### src/rtl/bha_pkg.sv
`timescale 1ns/1ps
package bha_pkg;
   typedef enum logic {
      XF_IDLE   = 1'b0,
      XF_ACTIVE = 1'b1
   } xfer_state_e;
endpackage

### src/rtl/bha_sync.sv
`timescale 1ns/1ps
module bha_sync #(
   parameter int   STAGES    = 2,
   parameter logic RESET_VAL = 1'b0
) (
   input  logic clk,
   input  logic rst_n,
   input  logic d_in,
   output logic q_out
);
   if (STAGES < 1) begin : g_bad_stages
      $error("bha_sync: STAGES must be at least 1");
   end

   if (STAGES == 1) begin : g_single
      logic q_r;
      always_ff @(posedge clk) begin
         if (!rst_n) q_r <= RESET_VAL;
         else        q_r <= d_in;
      end
      assign q_out = q_r;
   end else begin : g_chain
      logic [STAGES-1:0] chain_r;
      always_ff @(posedge clk) begin
         if (!rst_n) chain_r <= {STAGES{RESET_VAL}};
         else        chain_r <= {chain_r[STAGES-2:0], d_in};
      end
      assign q_out = chain_r[STAGES-1];
   end
endmodule

### src/rtl/bha_xfer_tracker.sv
`timescale 1ns/1ps
module bha_xfer_tracker
   import bha_pkg::*;
#(
   parameter int MAX_CYCLES = 3,
   localparam int CNT_W = $clog2(MAX_CYCLES + 1)
) (
   input  logic             clk,
   input  logic             rst_n,
   input  logic             accept,
   input  logic [CNT_W-1:0] cycles_in,
   input  logic             ready,
   output logic             busy
);
   xfer_state_e      state_r;
   logic [CNT_W-1:0] remain_r;
   logic [CNT_W-1:0] load_val;

   always_comb begin
      if (cycles_in == '0)
         load_val = CNT_W'(1);
      else if (cycles_in > CNT_W'(MAX_CYCLES))
         load_val = CNT_W'(MAX_CYCLES);
      else
         load_val = cycles_in;
   end

   always_ff @(posedge clk) begin
      if (!rst_n) begin
         state_r  <= XF_IDLE;
         remain_r <= '0;
      end else begin
         case (state_r)
            XF_IDLE: begin
               if (accept) begin
                  remain_r <= load_val;
                  state_r  <= XF_ACTIVE;
               end
            end
            XF_ACTIVE: begin
               if (ready) begin
                  remain_r <= remain_r - CNT_W'(1);
                  if (remain_r == CNT_W'(1)) state_r <= XF_IDLE;
               end
            end
            default: state_r <= XF_IDLE;
         endcase
      end
   end

   assign busy = (state_r == XF_ACTIVE);
endmodule

### src/rtl/bha_hold_ctrl.sv
`timescale 1ns/1ps
module bha_hold_ctrl (
   input  logic clk,
   input  logic rst_n,
   input  logic hold_s,
   input  logic busy,
   output logic hlda
);
   logic grant_r;

   always_ff @(posedge clk) begin
      if (!rst_n) begin
         grant_r <= 1'b0;
      end else if (grant_r) begin
         if (!hold_s) grant_r <= 1'b0;
      end else if (hold_s && !busy) begin
         grant_r <= 1'b1;
      end
   end

   assign hlda = grant_r;
endmodule

### src/rtl/bha_nmi_latch.sv
`timescale 1ns/1ps
module bha_nmi_latch (
   input  logic clk,
   input  logic rst_n,
   input  logic nmi_s,
   input  logic hlda,
   input  logic nmi_ack,
   output logic nmi_pending
);
   logic prev_r;
   logic stored_r;
   logic rise;

   assign rise = nmi_s && !prev_r;

   always_ff @(posedge clk) begin
      if (!rst_n) begin
         prev_r   <= 1'b0;
         stored_r <= 1'b0;
      end else begin
         prev_r <= nmi_s;
         if (rise)
            stored_r <= 1'b1;
         else if (nmi_ack && !hlda)
            stored_r <= 1'b0;
      end
   end

   assign nmi_pending = stored_r && !hlda;
endmodule

### src/rtl/bus_hold_arbiter.sv
`timescale 1ns/1ps
module bus_hold_arbiter #(
   parameter int MAX_CYCLES  = 3,
   parameter int SYNC_STAGES = 2,
   localparam int CNT_W = $clog2(MAX_CYCLES + 1)
) (
   input  logic             clk,
   input  logic             rst_n,
   input  logic             xfer_start,
   input  logic [CNT_W-1:0] xfer_cycles,
   input  logic             ready,
   input  logic             hold,
   input  logic             nmi,
   input  logic             nmi_ack,
   output logic             xfer_ack,
   output logic             hlda,
   output logic             bus_oe,
   output logic             nmi_pending
);
   if (MAX_CYCLES < 1) begin : g_bad_cycles
      $error("bus_hold_arbiter: MAX_CYCLES must be at least 1");
   end
   if (SYNC_STAGES < 1) begin : g_bad_sync
      $error("bus_hold_arbiter: SYNC_STAGES must be at least 1");
   end

   logic hold_sync;
   logic nmi_sync;
   logic xfer_busy;
   logic grant;

   bha_sync #(.STAGES(SYNC_STAGES), .RESET_VAL(1'b0)) u_hold_sync (
      .clk   (clk),
      .rst_n (rst_n),
      .d_in  (hold),
      .q_out (hold_sync)
   );

   bha_sync #(.STAGES(SYNC_STAGES), .RESET_VAL(1'b0)) u_nmi_sync (
      .clk   (clk),
      .rst_n (rst_n),
      .d_in  (nmi),
      .q_out (nmi_sync)
   );

   assign xfer_ack = xfer_start && !xfer_busy && !grant && !hold_sync;

   bha_xfer_tracker #(.MAX_CYCLES(MAX_CYCLES)) u_trk (
      .clk       (clk),
      .rst_n     (rst_n),
      .accept    (xfer_ack),
      .cycles_in (xfer_cycles),
      .ready     (ready),
      .busy      (xfer_busy)
   );

   bha_hold_ctrl u_hold (
      .clk    (clk),
      .rst_n  (rst_n),
      .hold_s (hold_sync),
      .busy   (xfer_busy),
      .hlda   (grant)
   );

   bha_nmi_latch u_nmi (
      .clk         (clk),
      .rst_n       (rst_n),
      .nmi_s       (nmi_sync),
      .hlda        (grant),
      .nmi_ack     (nmi_ack),
      .nmi_pending (nmi_pending)
   );

   assign hlda   = grant;
   assign bus_oe = !grant;
endmodule

### config.mk
export PLATFORM = sky130hd
export DESIGN_NAME = bus_hold_arbiter
export DESIGN_NICKNAME = d
export VERILOG_FILES = /design/src/rtl/bha_pkg.sv /design/src/rtl/bha_sync.sv /design/src/rtl/bha_xfer_tracker.sv /design/src/rtl/bha_hold_ctrl.sv /design/src/rtl/bha_nmi_latch.sv /design/src/rtl/bus_hold_arbiter.sv
export SDC_FILE = /design/constraint.sdc
export NUM_CORES = 1
export LEC_CHECK = 0
export CAP_MARGIN = 15
export CORE_MARGIN = 4
export CORE_UTILIZATION = 25
export DETAILED_ROUTE_END_ITERATION = 7
export GPL_TIMING_DRIVEN = 0
export MAX_ROUTING_LAYER = met4
export SETUP_SLACK_MARGIN = 0.5
export SLEW_MARGIN = 20
export SYNTH_ARGS = -nofsm -noshare
export SYNTH_HDL_FRONTEND = slang
export SYNTH_SLANG_ARGS = --single-unit
export TNS_END_PERCENT = 30
### constraint.sdc
create_clock -name clk -period 3.1 [get_ports clk]
set_input_delay 0.775 -clock clk [delete_from_list [all_inputs] [get_ports clk]]
set_output_delay 0.775 -clock clk [all_outputs]
set_load 0.1 [all_outputs]
==> summary.txt <==
Run status
  – Outcome: finished, final reports clean

Logic synthesis
  – Top-count cell post-synth: dfxtp_1
  – Post-synth top area share: a little over half
  – Netlist cell types: 17
  – Post-synth top cells: 10 x dfxtp_1, 5 x and2_1, 5 x inv_1
  – Syn Nets: 49
  – Synth warnings: 0
  – Top post-synthesis cells by area: dfxtp_1 52%, and2_1 8.2%, inv_1 4.9%, a21oi_1 3.9%, a221oi_2 3.9%
  – Mapped Area: 383 sq um
  – Ys flop type: dfxtp_1
  – Asr flop ratio synth: 0%
  – Synth area leader: dfxtp_1
  – Synth Register Bits: 10
  – Post-Synthesis Cells: 39
  – Avg Cell Area, Syn: 9.82 sq um
  – Seq/Total Area, Yosys: between 50% and 60%
  – Number of flops mapped to enable cells by yosys: 0

Timing
  – Worst-margin pin slew: between 0.9 and 1 ns
  – Layout Skew: roughly 0.0055 ns
  – Max-slew headroom at the worst pin: a little over a third
  – Pins Over Slew Limit: 0
  – Min Clock Period, post-route: about 2.6 ns
  – Fmax: 383 MHz
  – Setup repair after global routing missed its margin: true
  – Final Hold Viols: 0
  – Final Setup Violations: 0
  – Crit share post-route: ~84%

CTS
  – Clk_lat worst skew: 0.26 ns
  – Bufs on Longest Clock Path: 2
  – CTS tree: yes
  – Clock root cell: clkbuf_4
  – TritonCTS buffer count: 3
  – # H-tree levels: 1
  – Sink Count: 10
  – CTS clk-pin slew, worst paths: approximately 0.070 ns

Setup path
  – CP max-delay cell: clkdlybuf4s50_1
  – Worst path depth: 1
  – Critical path's top delay family: buffers and inverters
  – Slowest stage delay, CP: between 1 and 1.5 ns
  – Setup CP Type: flop to output pin
  – CP bufs+invs: 1
  – Crit end category: output pin
  – R2R Path Start: u_trk.busy$_SDFF_PN0_
  – Crit path DAT: 1.84 ns
  – CP cell instances: clkdlybuf4s50_1
  – Crit Path Max Fanout: 5
  – Required time of the critical path: about 2.3 ns
  – Critical path launch point type: flop
  – R2R cell count: 4
  – CP startpoint: u_hold.hlda$_SDFF_PN0_

Floorplan
  – Die X: roughly 47 microns
  – Die Span Y: 47.1 microns
  – Die area: approximately 2200 sq um
  – FP Rows: 13
  – Initial Util: 28.0%
  – Ports: 13
  – Core outline area: ~1400 sq um

GRT
  – Initial antenna violation count: 0
  – GR Overflow Total: 0
  – First-pass GRT wire length: 1.19 mm
  – Largest net degree at the start of global routing: 10
  – Vias in the first global route: ~300
  – GRT Util Overall: approximately 8%

Finish
  – Inserted Diodes: 0
  – Fillers: 143
  – FF+latch area: 200 sq um
  – Area growth syn-to-layout: 53.9%
  – Multi-input gate area: between 150 and 200 sq um
  – Share of cells above drive strength 1: approximately a fifth
  – Final nets: 68
  – Non-Filler Instances: 72

Routing
  – Routed WL: 691 microns
  – DRC: 0
  – Detailed Routing Iterations Pass 1: 2
  – Antenna Violating Nets Remaining: 0
  – Vias: around 320
  – Vias per cell: about 4.5
  – DR WL/cell: between 9 and 10 microns
  – DRT iter0 DRCs: 4

Power
  – Reg power frac: 44.2%
  – Psw: 83.4 uW
  – P_int: 238 uW
  – Peak supply drop: 0.000304 V
  – Pleak: 0.000259 uW
  – Sw frac: between 20 and 30%
  – PwrDens: around 550 nW/um^2
  – Clock network power share: roughly 36%
  – Total power: approximately 320 uW
  – Combinational fraction of design power: ~20%

Place
  – Number of placed cells counting well taps: between 60 and 70
  – Placer Congestion: between 0.6 and 0.7
  – Number of port buffers: 12

Worst hold path
  – Hold Crit Start: u_nmi_sync.g_chain.chain_r[0]$_SDFF_PN0_
  – Hold depth: 1
  – Hold WC Path Type: flop to flop

Flow run
  – Max-cap violations: 0
kinds of logic after synthesis:
group	Yosys count	synth area share, %
flops	10	52.3
simple gates	16	25.8
buf+inv	5	4.90
fa+ha+maj	1	3.27
compound gates	7	13.7
layer usage:
metal	GRT usage (%)	share of wire, %	wire length (microns)	vias up
met5	-	0	0	-
met4	1.66	0	0	0
met3	5.75	12	83	0
met2	10.3	41	282	13
met1	10.6	47	325	142
li1	-	-	-	167
final cells by class:
| class | instances | area share, % |
|---|---|---|
| clock buffers | 4 | 6.16 |
| inverters | 5 | 3.61 |
| multi-input cells | 24 | 28.2 |
| flip-flops and latches | 10 | 34.0 |
| well taps | 15 | 3.18 |
| repair buffers | 14 | 24.8 |
cell usage in the layout (no fill, tap or decap), types with 2 or more instances in the layout:
cell,n
inv_1,4
a21oi_1,3
buf_4,2
nand2_1,3
nand2b_1,2
clkdlybuf4s50_1,9
and2_1,5
dfxtp_1,10
clkbuf_4,3
power groups by stage:
| stage | sequential (uW) | clock [uW] | combinational, uW |
|---|---|---|---|
| global placement | 145 | 0 | 57.8 |
| global route | 143 | 126 | 70.6 |
| finish | 142 | 114 | 65.0 |
| detailed placement | 145 | 0 | 57.6 |
| floorplan | 146 | 0 | 36.7 |
| CTS | 142 | 120 | 65.4 |
sequential cells by signal, indices dropped and copies added, names as in the netlist:
signal,cells
u_nmi_sync.g_chain.chain_r,2
u_trk.busy,1
u_nmi.stored_r,1
u_nmi.prev_r,1
u_hold_sync.g_chain.chain_r,2
u_hold.hlda,1
u_trk.remain_r,2
final timing paths:
path                                         endpoint  slack, ns
min reg2reg  u_nmi_sync.g_chain.chain_r[1]$_SDFF_PN0_       0.43
max reg2reg            u_trk.remain_r[1]$_SDFFE_PN0P_       1.59
min          u_nmi_sync.g_chain.chain_r[1]$_SDFF_PN0_       0.43
max                                              hlda       0.49
what timing repair did:
item	in CTS	in global routing
setup buffers	2	0
hold buffers	0	0
resized for setup	12	1
setup endpoints to repair	4	3
cloned	0	0
through the flow:
step           worst slack [ns]  utilization (%)  hold WS, ns  area (sq um)  setup TNS [ns]
2_1_floorplan             0.373                -        0.412           385               0
3_3_place_gp             -0.635             38.4        0.415           524          -0.635
3_5_place_dp             -0.627             38.4        0.420           524          -0.627
4_1_cts                   0.447             42.9        0.433           587               0
5_1_grt                   0.420             43.1        0.444           589               0
6_report                  0.487             43.1        0.430           589               0
(Power assumes the default switching activity.)
